`config.mk`:
```
export PLATFORM = sky130hd
export DESIGN_NAME = pdm_stereo_rx
export DESIGN_NICKNAME = d
export VERILOG_FILES = /design/src/rtl/pdm_rx_pkg.sv /design/src/rtl/pdm_edge_sync.sv /design/src/rtl/pdm_rate_meter.sv /design/src/rtl/pdm_chan_split.sv /design/src/rtl/pdm_stereo_rx.sv
export SDC_FILE = /design/constraint.sdc
export NUM_CORES = 1
export LEC_CHECK = 0
export BUFFER_PORTS_ARGS = -buffer_cell sky130_fd_sc_hd__buf_2
export CORE_ASPECT_RATIO = 0.9
export CORE_MARGIN = 1.5
export CORE_UTILIZATION = 46
export DETAILED_ROUTE_END_ITERATION = 10
export RECOVER_POWER = 25
export SYNTH_ARGS = -nofsm -noshare
export SYNTH_HDL_FRONTEND = slang
export SYNTH_SLANG_ARGS = --single-unit
```
`constraint.sdc`:
```
create_clock -name clk_i -period 2.2 [get_ports clk_i]
set_input_delay 0 -clock clk_i [delete_from_list [all_inputs] [get_ports clk_i]]
set_output_delay 0 -clock clk_i [all_outputs]
set_load 0.1 [all_outputs]
```
`src/rtl/pdm_rx_pkg.sv`:
```
package pdm_rx_pkg;

    typedef enum logic [1:0] {
        MODE_OFF   = 2'b00,
        MODE_LEFT  = 2'b01,
        MODE_RIGHT = 2'b10,
        MODE_MIX   = 2'b11
    } rx_mode_e;

    typedef enum logic [1:0] {
        BAND_NONE = 2'b00,
        BAND_LOW  = 2'b01,
        BAND_HIGH = 2'b10
    } rate_band_e;

    typedef struct packed {
        logic rise;
        logic fall;
        logic bit_v;
    } edge_evt_t;

endpackage

```
`src/rtl/pdm_edge_sync.sv`:
```
module pdm_edge_sync
    import pdm_rx_pkg::*;
#(
    parameter int SYNC_STAGES = 2
) (
    input  logic      clk_i,
    input  logic      rst_i,
    input  logic      pdm_clk_i,
    input  logic      pdm_dat_i,
    output edge_evt_t evt_o
);

    localparam int TOP = SYNC_STAGES - 1;

    typedef struct packed {
        logic [SYNC_STAGES-1:0] clk_pipe;
        logic [SYNC_STAGES-1:0] dat_pipe;
        logic                   prev;
    } sync_state_t;

    sync_state_t s_d, s_q;

    always_comb begin
        s_d          = s_q;
        s_d.clk_pipe = {s_q.clk_pipe[TOP-1:0], pdm_clk_i};
        s_d.dat_pipe = {s_q.dat_pipe[TOP-1:0], pdm_dat_i};
        s_d.prev     = s_q.clk_pipe[TOP];
    end

    always_ff @(posedge clk_i) begin
        if (rst_i) s_q <= '0;
        else       s_q <= s_d;
    end

    always_comb begin
        evt_o.rise  = s_q.clk_pipe[TOP] & ~s_q.prev;
        evt_o.fall  = ~s_q.clk_pipe[TOP] & s_q.prev;
        evt_o.bit_v = s_q.dat_pipe[TOP];
    end

endmodule

```
`src/rtl/pdm_rate_meter.sv`:
```
module pdm_rate_meter
    import pdm_rx_pkg::*;
#(
    parameter int MEAS_EDGES = 4,
    parameter int LO_MIN     = 40,
    parameter int LO_MAX     = 80,
    parameter int HI_MIN     = 16,
    parameter int HI_MAX     = 30
) (
    input  logic       clk_i,
    input  logic       rst_i,
    input  logic       clear_i,
    input  logic       rise_i,
    output rate_band_e band_o
);

    localparam int CNT_W  = $clog2(LO_MAX + 3);
    localparam int EDGE_W = $clog2(MEAS_EDGES + 1);
    localparam logic [CNT_W-1:0]  LO_MIN_C = CNT_W'(LO_MIN);
    localparam logic [CNT_W-1:0]  LO_MAX_C = CNT_W'(LO_MAX);
    localparam logic [CNT_W-1:0]  HI_MIN_C = CNT_W'(HI_MIN);
    localparam logic [CNT_W-1:0]  HI_MAX_C = CNT_W'(HI_MAX);
    localparam logic [EDGE_W-1:0] LAST_C   = EDGE_W'(MEAS_EDGES - 1);

    typedef struct packed {
        logic              armed;
        logic [CNT_W-1:0]  cnt;
        logic [EDGE_W-1:0] edges;
        rate_band_e        band;
    } meter_state_t;

    meter_state_t s_d, s_q;
    logic [CNT_W-1:0] cnt_inc;
    logic [CNT_W-1:0] span;

    function automatic rate_band_e classify(input logic [CNT_W-1:0] v);
        if (v >= LO_MIN_C && v <= LO_MAX_C)      return BAND_LOW;
        else if (v >= HI_MIN_C && v <= HI_MAX_C) return BAND_HIGH;
        else                                     return BAND_NONE;
    endfunction

    always_comb begin
        s_d     = s_q;
        cnt_inc = (s_q.cnt <= LO_MAX_C) ? s_q.cnt + 1'b1 : s_q.cnt;
        span    = s_q.cnt + 1'b1;
        if (clear_i) begin
            s_d = '0;
        end else if (rise_i) begin
            if (!s_q.armed) begin
                s_d.armed = 1'b1;
                s_d.cnt   = '0;
                s_d.edges = '0;
            end else if (s_q.edges == LAST_C) begin
                s_d.band  = classify(span);
                s_d.cnt   = '0;
                s_d.edges = '0;
            end else begin
                s_d.edges = s_q.edges + 1'b1;
                s_d.cnt   = cnt_inc;
            end
        end else if (s_q.armed) begin
            s_d.cnt = cnt_inc;
            if (s_q.cnt >= LO_MAX_C) s_d.band = BAND_NONE;
        end
    end

    always_ff @(posedge clk_i) begin
        if (rst_i) s_q <= '0;
        else       s_q <= s_d;
    end

    assign band_o = s_q.band;

endmodule

```
`src/rtl/pdm_chan_split.sv`:
```
module pdm_chan_split
    import pdm_rx_pkg::*;
(
    input  logic       clk_i,
    input  logic       rst_i,
    input  rx_mode_e   mode_i,
    input  edge_evt_t  evt_i,
    input  rate_band_e band_i,
    output logic       valid_o,
    output logic [1:0] code_o
);

    typedef struct packed {
        logic       left_bit;
        logic       have_left;
        logic       valid;
        logic [1:0] code;
    } split_state_t;

    split_state_t s_d, s_q;

    always_comb begin
        s_d       = s_q;
        s_d.valid = 1'b0;
        if (mode_i == MODE_OFF) begin
            s_d = '0;
        end else begin
            if (evt_i.rise) begin
                s_d.left_bit  = evt_i.bit_v;
                s_d.have_left = 1'b1;
                if (mode_i == MODE_LEFT) begin
                    s_d.valid = 1'b1;
                    s_d.code  = {evt_i.bit_v, 1'b0};
                end
            end
            if (evt_i.fall) begin
                s_d.have_left = 1'b0;
                if (mode_i == MODE_RIGHT) begin
                    s_d.valid = 1'b1;
                    s_d.code  = {evt_i.bit_v, 1'b0};
                end else if (mode_i == MODE_MIX && s_q.have_left && band_i != BAND_HIGH) begin
                    s_d.valid = 1'b1;
                    s_d.code  = {1'b0, s_q.left_bit} + {1'b0, evt_i.bit_v};
                end
            end
        end
    end

    always_ff @(posedge clk_i) begin
        if (rst_i) s_q <= '0;
        else       s_q <= s_d;
    end

    assign valid_o = s_q.valid;
    assign code_o  = s_q.code;

endmodule

```
`src/rtl/pdm_stereo_rx.sv`:
```
module pdm_stereo_rx
    import pdm_rx_pkg::*;
#(
    parameter int SYNC_STAGES = 2,
    parameter int MEAS_EDGES  = 4,
    parameter int LO_MIN      = 40,
    parameter int LO_MAX      = 80,
    parameter int HI_MIN      = 16,
    parameter int HI_MAX      = 30
) (
    input  logic       clk_i,
    input  logic       rst_i,
    input  logic       pdm_clk_i,
    input  logic       pdm_dat_i,
    input  logic [1:0] mode_i,
    output logic       smp_valid_o,
    output logic [1:0] smp_code_o,
    output logic       rate_bad_o,
    output logic       mix_reject_o
);

    rx_mode_e   mode;
    edge_evt_t  evt;
    rate_band_e band;

    assign mode = rx_mode_e'(mode_i);

    pdm_edge_sync #(
        .SYNC_STAGES(SYNC_STAGES)
    ) u_sync (
        .clk_i    (clk_i),
        .rst_i    (rst_i),
        .pdm_clk_i(pdm_clk_i),
        .pdm_dat_i(pdm_dat_i),
        .evt_o    (evt)
    );

    pdm_rate_meter #(
        .MEAS_EDGES(MEAS_EDGES),
        .LO_MIN    (LO_MIN),
        .LO_MAX    (LO_MAX),
        .HI_MIN    (HI_MIN),
        .HI_MAX    (HI_MAX)
    ) u_meter (
        .clk_i  (clk_i),
        .rst_i  (rst_i),
        .clear_i(mode == MODE_OFF),
        .rise_i (evt.rise),
        .band_o (band)
    );

    pdm_chan_split u_split (
        .clk_i  (clk_i),
        .rst_i  (rst_i),
        .mode_i (mode),
        .evt_i  (evt),
        .band_i (band),
        .valid_o(smp_valid_o),
        .code_o (smp_code_o)
    );

    assign rate_bad_o   = (band == BAND_NONE);
    assign mix_reject_o = (mode == MODE_MIX) && (band == BAND_HIGH);

endmodule

```
After elaboration in Yosys (flattened, before gate mapping)
Cells that the tools add are included.
{"block": "op_classes", "mux": 17, "shift": 0, "n_addsub": 3, "n_mul": 0, "n_eq_ne": 7, "div_mod_pow": 0, "reduce_logical": 12, "bitwise_logic": 4, "magnitude_cmp": 6}
{"op": "$mux W7", "count": 3}
{"op": "$mux W10", "count": 2}
{"op": "$mux W3", "count": 5}
{"op": "$le A7 B7 Y1 const B", "count": 2}
{"op": "$mux W2", "count": 7}
{"op": "$add A7 B1 Y7 const B", "count": 1}
{"op": "$ge A7 B5 Y1 const B", "count": 1}
{"op": "$ge A7 B6 Y1 const B", "count": 1}
{"op": "$ge A7 B7 Y1 const B", "count": 1}
{"op": "$le A7 B5 Y1 const B", "count": 1}
{"op": "$eq A2 B2 Y1 const B", "count": 3}
{"op": "$logic_and A1 B1 Y1", "count": 5}
{"op": "$logic_not A2 Y1", "count": 2}
{"op": "$ne A2 B2 Y1 const B", "count": 2}
{"op": "$reduce_bool A2 Y1", "count": 2}
{"op": "$add A3 B1 Y3 const B", "count": 1}
{"op": "$eq A3 B2 Y1 const B", "count": 1}
{"op": "$reduce_and A3 Y1", "count": 1}
{"op": "$reduce_or A3 Y1", "count": 1}
{"op": "$add A1 B1 Y2", "count": 1}
{"op": "$and A1 B1 Y1", "count": 2}
{"op": "$eq A2 B1 Y1 const B", "count": 1}
{"op": "$not A1 Y1", "count": 2}
{"op": "$reduce_or A2 Y1", "count": 1}
{"block": "totals", "mem_bits_ro": 0, "output_inout_bits": 5, "in_bits": 6, "latchBits": 0, "ram_bits": 0, "mem_count": 0, "regBits": 23}

Logic depth before layout (Yosys ltp)
{"block": "logic_depth", "depth_word": 8, "mapped_depth": 7}

By module
Synthesis repeated with hierarchy kept, for this count alone.
{"block": "hier_totals", "cells_unflattened": 153, "hier_area_um2": 1282.5}
{"mod": "pdm_rate_meter", "cells_each": 104, "seq_area_each_um2": 260.2, "instances": 1, "area_each_um2": 824.5}
{"mod": "pdm_chan_split", "cells_each": 33, "seq_area_each_um2": 100.1, "instances": 1, "area_each_um2": 289.0}
{"mod": "pdm_edge_sync", "cells_each": 13, "seq_area_each_um2": 100.1, "instances": 1, "area_each_um2": 151.4}
{"mod": "pdm_stereo_rx", "cells_each": 3, "seq_area_each_um2": 0.0, "instances": 1, "area_each_um2": 17.5}

Worst setup path after synthesis
Ideal clock, no wire load.
{"block": "synth_path", "path_type": "flip-flop to flip-flop", "startpoint": "register u_meter.s_q[5] in the netlist's numbering", "endpoint": "register u_meter.s_q[7] in the netlist's numbering", "t_required_ns": 2.142, "slack_ns": 0.371, "arrival_time_ns": 1.770, "synth_period_minus_slack_ns": 1.829, "setup_time_ns": 0.058, "n_path_buf": 0, "path_stages_with_launch": 8, "path_cell_list": "dfxtp_1 inv_1 ha_1 or3b_1 a21o_1 a2111oi_4 o21ai_2 a21bo_1"}
{"block": "synth_via", "elab_chain_cells": 5}
{"item": "from (decl)", "line": "pdm_rate_meter.sv:32", "text": "meter_state_t s_d, s_q;"}
{"item": "from (signal assigned)", "line": "pdm_rate_meter.sv:68", "text": "if (rst_i) s_q <= '0;"}
{"item": "from (signal assigned)", "line": "pdm_rate_meter.sv:69", "text": "else s_q <= s_d;"}
{"item": "$add A7 B1 Y7 or $le A7 B7 Y1 (tied branches)", "line": "pdm_rate_meter.sv:44", "text": "cnt_inc = (s_q.cnt <= LO_MAX_C) ? s_q.cnt + 1'b1 : s_q.cnt;"}
{"item": "$mux W7 *", "line": "pdm_rate_meter.sv:44"}
{"item": "$mux W10", "line": "pdm_rate_meter.sv:53", "text": "end else if (s_q.edges == LAST_C) begin"}
{"item": "$mux W10", "line": "pdm_rate_meter.sv:49", "text": "if (!s_q.armed) begin"}
{"item": "$mux W7 *", "line": "pdm_rate_meter.sv:48", "text": "end else if (rise_i) begin"}
Every way passes the cells marked *; elsewhere a longest branch is shown, timed or not. The select of a mux whose other input is x is not followed.
A chain may end at the register's enable or synchronous reset.

Worst setup path after layout
Same ends and word-level chain as after synthesis.

==> summary.txt <==
Finish
  • Inserted Diodes: 0
  • Design Area, Final: 1339 um2
  • Non-Filler Instances: ~180
  • Area Growth Syn to Fin: 11.11%
  • Fillcell total: 241
  • Number of nets in the layout: around 170
  • Fraction of layout cells with a size suffix above 1: around 15%

Critical path
  • Critical-path top delay cell: a2111oi_4
  • Worst setup SP type: register
  • R2R depth: 7
  • Max FO, Critical Path: 6
  • Worst path arrival time: ~2.3 ns
  • Crit path largest cell delay: 0.52 ns
  • Worst path required time: between 2 and 2.5 ns
  • Setup CP Type: register to register
  • Crit-path cells: inv_1 > ha_1 > or3b_1 > a21o_1 > a2111oi_4 > o21ai_2 > a21bo_1
  • Worst path depth: 7
  • CP bufs+invs: 1
  • CP delay by family, top: compound AO/OA/AOI/OAI gates
  • Crit end category: register

Floorplanning
  • Core area: 2467 um2
  • Die ar.: 2936 um2
  • I/O Pins: 11
  • Initial Util: 48.83%
  • Die height: 51.56 um
  • Num rows: 17
  • Die width: 56.95 um

Placement
  • RD Place Congestion: 0.8127
  • IO buf count: 10
  • Area after DPL: 1259 um2
  • Dpl cells: roughly 170
  • Hpwl dp: 1736 um

Power
  • Total Power: between 600 and 700 uW
  • Internal: ~510 uW
  • Lkg Pwr: 0.5541 nW
  • Clock power frac: 27.8%
  • Peak supply drop: 0.3771 mV
  • Sequential power share: 63.6%
  • Sw frac: around a quarter
  • P per Cell Area: 504.2 nW/um2
  • Combinational share of power: 8.6%
  • Psw: 161.9 uW

Global route
  • Pin count of the biggest net entering global routing: 14
  • Vias in the first global route: 901
  • Total track usage: ~18%
  • Initial antenna violation count: 0
  • Grt ovf: 0
  • First-pass GRT wire length: 4064 um

Synthesis
  • Post-synthesis xor/xnor area fraction: 4.361%
  • Mapped cell area: ~1200 um2
  • Synth Flop Type: dfxtp_1
  • Post-synth EDFFs: 0
  • Seq/Total Area, Yosys: a little under two fifths
  • Largest family of logic cells by synthesized area: simple AND/OR/NAND/NOR gates
  • Syn_nets: 150
  • Post-synthesis mux area share: approximately 2.7%
  • Post-synthesis compound-gate area fraction: 19.11%
  • Synth Area in Simple Gates: around 25%
  • Unique masters post-synth: 36
  • Avg Cell Area, Syn: 8.668 um2
  • Synth Register Bits: 23
  • Synth Instances: 139
  • Synth Area in Adders: 5.192%
  • Async SR Flop Fraction: 0%
  • Yosys warns: 0

STA
  • Rel. slew slack: 23.27%
  • Slew at the pin closest to its max-slew limit: 1.156 ns
  • Setup violations, final: 0
  • RSZ-0062 raised after global routing: no
  • Slew Limit Fails: 0
  • TNS Setup: 0 ns
  • Tmin final: 2.007 ns
  • Final period utilization: ~90%
  • Final Skew: roughly 0.0057 ns
  • Fmax achieved: about 500 MHz
  • Final hold vios: 0

Route
  • Post-Route WL: about 2400 um
  • Post-DRT Antenna Nets: 0
  • Via count: 979
  • Average wire per standard cell: roughly 13 um
  • DRC Markers: 0
  • First DRT Iteration DRCs: 42
  • Drt pass-1 iters: 4
  • Vias/cell: about 5.4

Status
  • Status: complete, no violations

CTS
  • Clock sinks: 23
  • Max clock buf depth: 2
  • H-tree Lvls: 1
  • Clock latency on the worst-skew pair: 0.30 ns
  • Total CTS buffers: 3
  • CTS root buf: clkbuf_4
  • Postcts setup bufs: 0
  • Clock slew at reported path FFs: about 0.12 ns
  • CTS tree: yes

Job
  • Max Cap Viol: 0

Hold path
  • Hold Path Stages: 3
  • Worst min-delay path category: input port to register
through the flow:
step / setup WS, ns / hold slack, ns / utilization (%)
floorplan: 0.3714 / 0.07161 / -
global placement: 0.2412 / 0.2111 / 51.01
detailed placement: 0.1068 / 0.2238 / 51.01
CTS: 0.07807 / 0.06167 / 54.16
global route: 0.04269 / 0.09748 / 54.26
finish: 0.1925 / 0.07246 / 54.26
worst reg2reg max path: cells and delay by family (launching register included):
family / cells / cell delay (ns)
compound gates: 4 / 1.02
fa+ha+maj: 1 / 0.13
buf+inv: 1 / 0.09
flops: 1 / 0.38
simple gates: 1 / 0.33
Yosys cell counts (all sizes together), types with 2 or more instances:
library cell	instances	share of area, %
nand2b	5	2.6
nand2	9	2.8
nor2	13	4.1
inv	8	2.5
ha	5	5.2
a22o	4	3.3
buf	4	2.6
dfxtp	23	38
clkbuf	2	0.62
a31oi	2	1.0
nor2b	8	4.2
o21ai	5	2.4
nand3	5	2.1
and3	3	1.6
or2	2	1.0
mux2	2	1.9
xnor2	6	4.4
nand4	4	2.1
a2111oi	2	3.0
o31ai	2	1.2
a21oi	11	4.6
nor3	4	1.7
layout make-up:
| class | instances | area (um2) | area share, % |
|---|---|---|---|
| sequential | 23 | 460.4 | 34.39 |
| tap | 28 | 35.03 | 2.617 |
| clock buffer | 3 | 22.52 | 1.682 |
| timing repair buffer | 16 | 105.1 | 7.851 |
| inverter | 8 | 30.03 | 2.243 |
| multi-input combinational | 102 | 680.7 | 50.84 |
| clock inverter | 1 | 5.005 | 0.3738 |
kinds of logic (layout without fill, tap and decap cells):
| logic type | after synthesis | after routing |
|---|---|---|
| XOR/XNOR | 6 | 6 |
| multiplexers | 3 | 3 |
| flip-flops | 23 | 23 |
| adder cells (fa/ha/maj) | 5 | 5 |
| buffers and inverters | 14 | 28 |
| AO/OA/AOI/OAI | 31 | 31 |
| AND/OR/NAND/NOR | 57 | 57 |
final timing paths:
kind	slack (ns)	end	from
max	0.19	u_meter.s_q[7]$_SDFFE_PP0P_	u_meter.s_q[5]$_SDFFE_PP0P_
min	0.07	u_split.code_o[1]$_SDFF_PP0_	mode_i[1]
max reg2reg	0.19	u_meter.s_q[7]$_SDFFE_PP0P_	u_meter.s_q[5]$_SDFFE_PP0P_
min reg2reg	0.45	u_sync.evt_o[0]$_SDFF_PP0_	u_sync.s_d[2]$_SDFF_PP0_
sequential cells by signal, indices dropped and copies added, names as in the netlist:
register / cells
u_meter.s_q: 11
u_sync.evt_o: 1
u_meter.band_o: 2
u_split.valid_o: 1
u_split.code_o: 2
u_sync.s_q: 1
u_split.s_q: 2
u_sync.s_d: 3
power by group through the flow:
| stage | combinational [mW] | clock (mW) | sequential (mW) |
|---|---|---|---|
| after global routing | 0.0640 | 0.215 | 0.431 |
| after global placement | 0.0492 | 0 | 0.438 |
| after detailed placement | 0.0503 | 0 | 0.439 |
| after CTS | 0.0572 | 0.199 | 0.429 |
| after floorplan | 0.0343 | 0 | 0.439 |
| final | 0.0580 | 0.188 | 0.429 |
per-layer routing:
metal	GRT usage, %	routed length, um	up-vias
met4	3.488	17	0
met1	24.69	1255	448
met2	27.59	1005	15
li1	-	-	514
met5	0	0	-
met3	4.478	79	2
cell usage in the layout, fill, tap and decap left out, types with 6 or more instances in the layout:
cell | synthesis | final
a21oi_1 | 11 | 11
buf_2 | 1 | 8
dfxtp_1 | 23 | 23
inv_1 | 8 | 8
nand2_1 | 9 | 9
nor2_1 | 13 | 13
nor2b_1 | 8 | 8
xnor2_1 | 6 | 6
what timing repair did:
action,in CTS,in global routing
endpoints found under the setup margin,0,6
gates resized for setup,0,1
endpoints found under the hold margin,5,0
hold buffers,5,0
(Power assumes the default switching activity.)
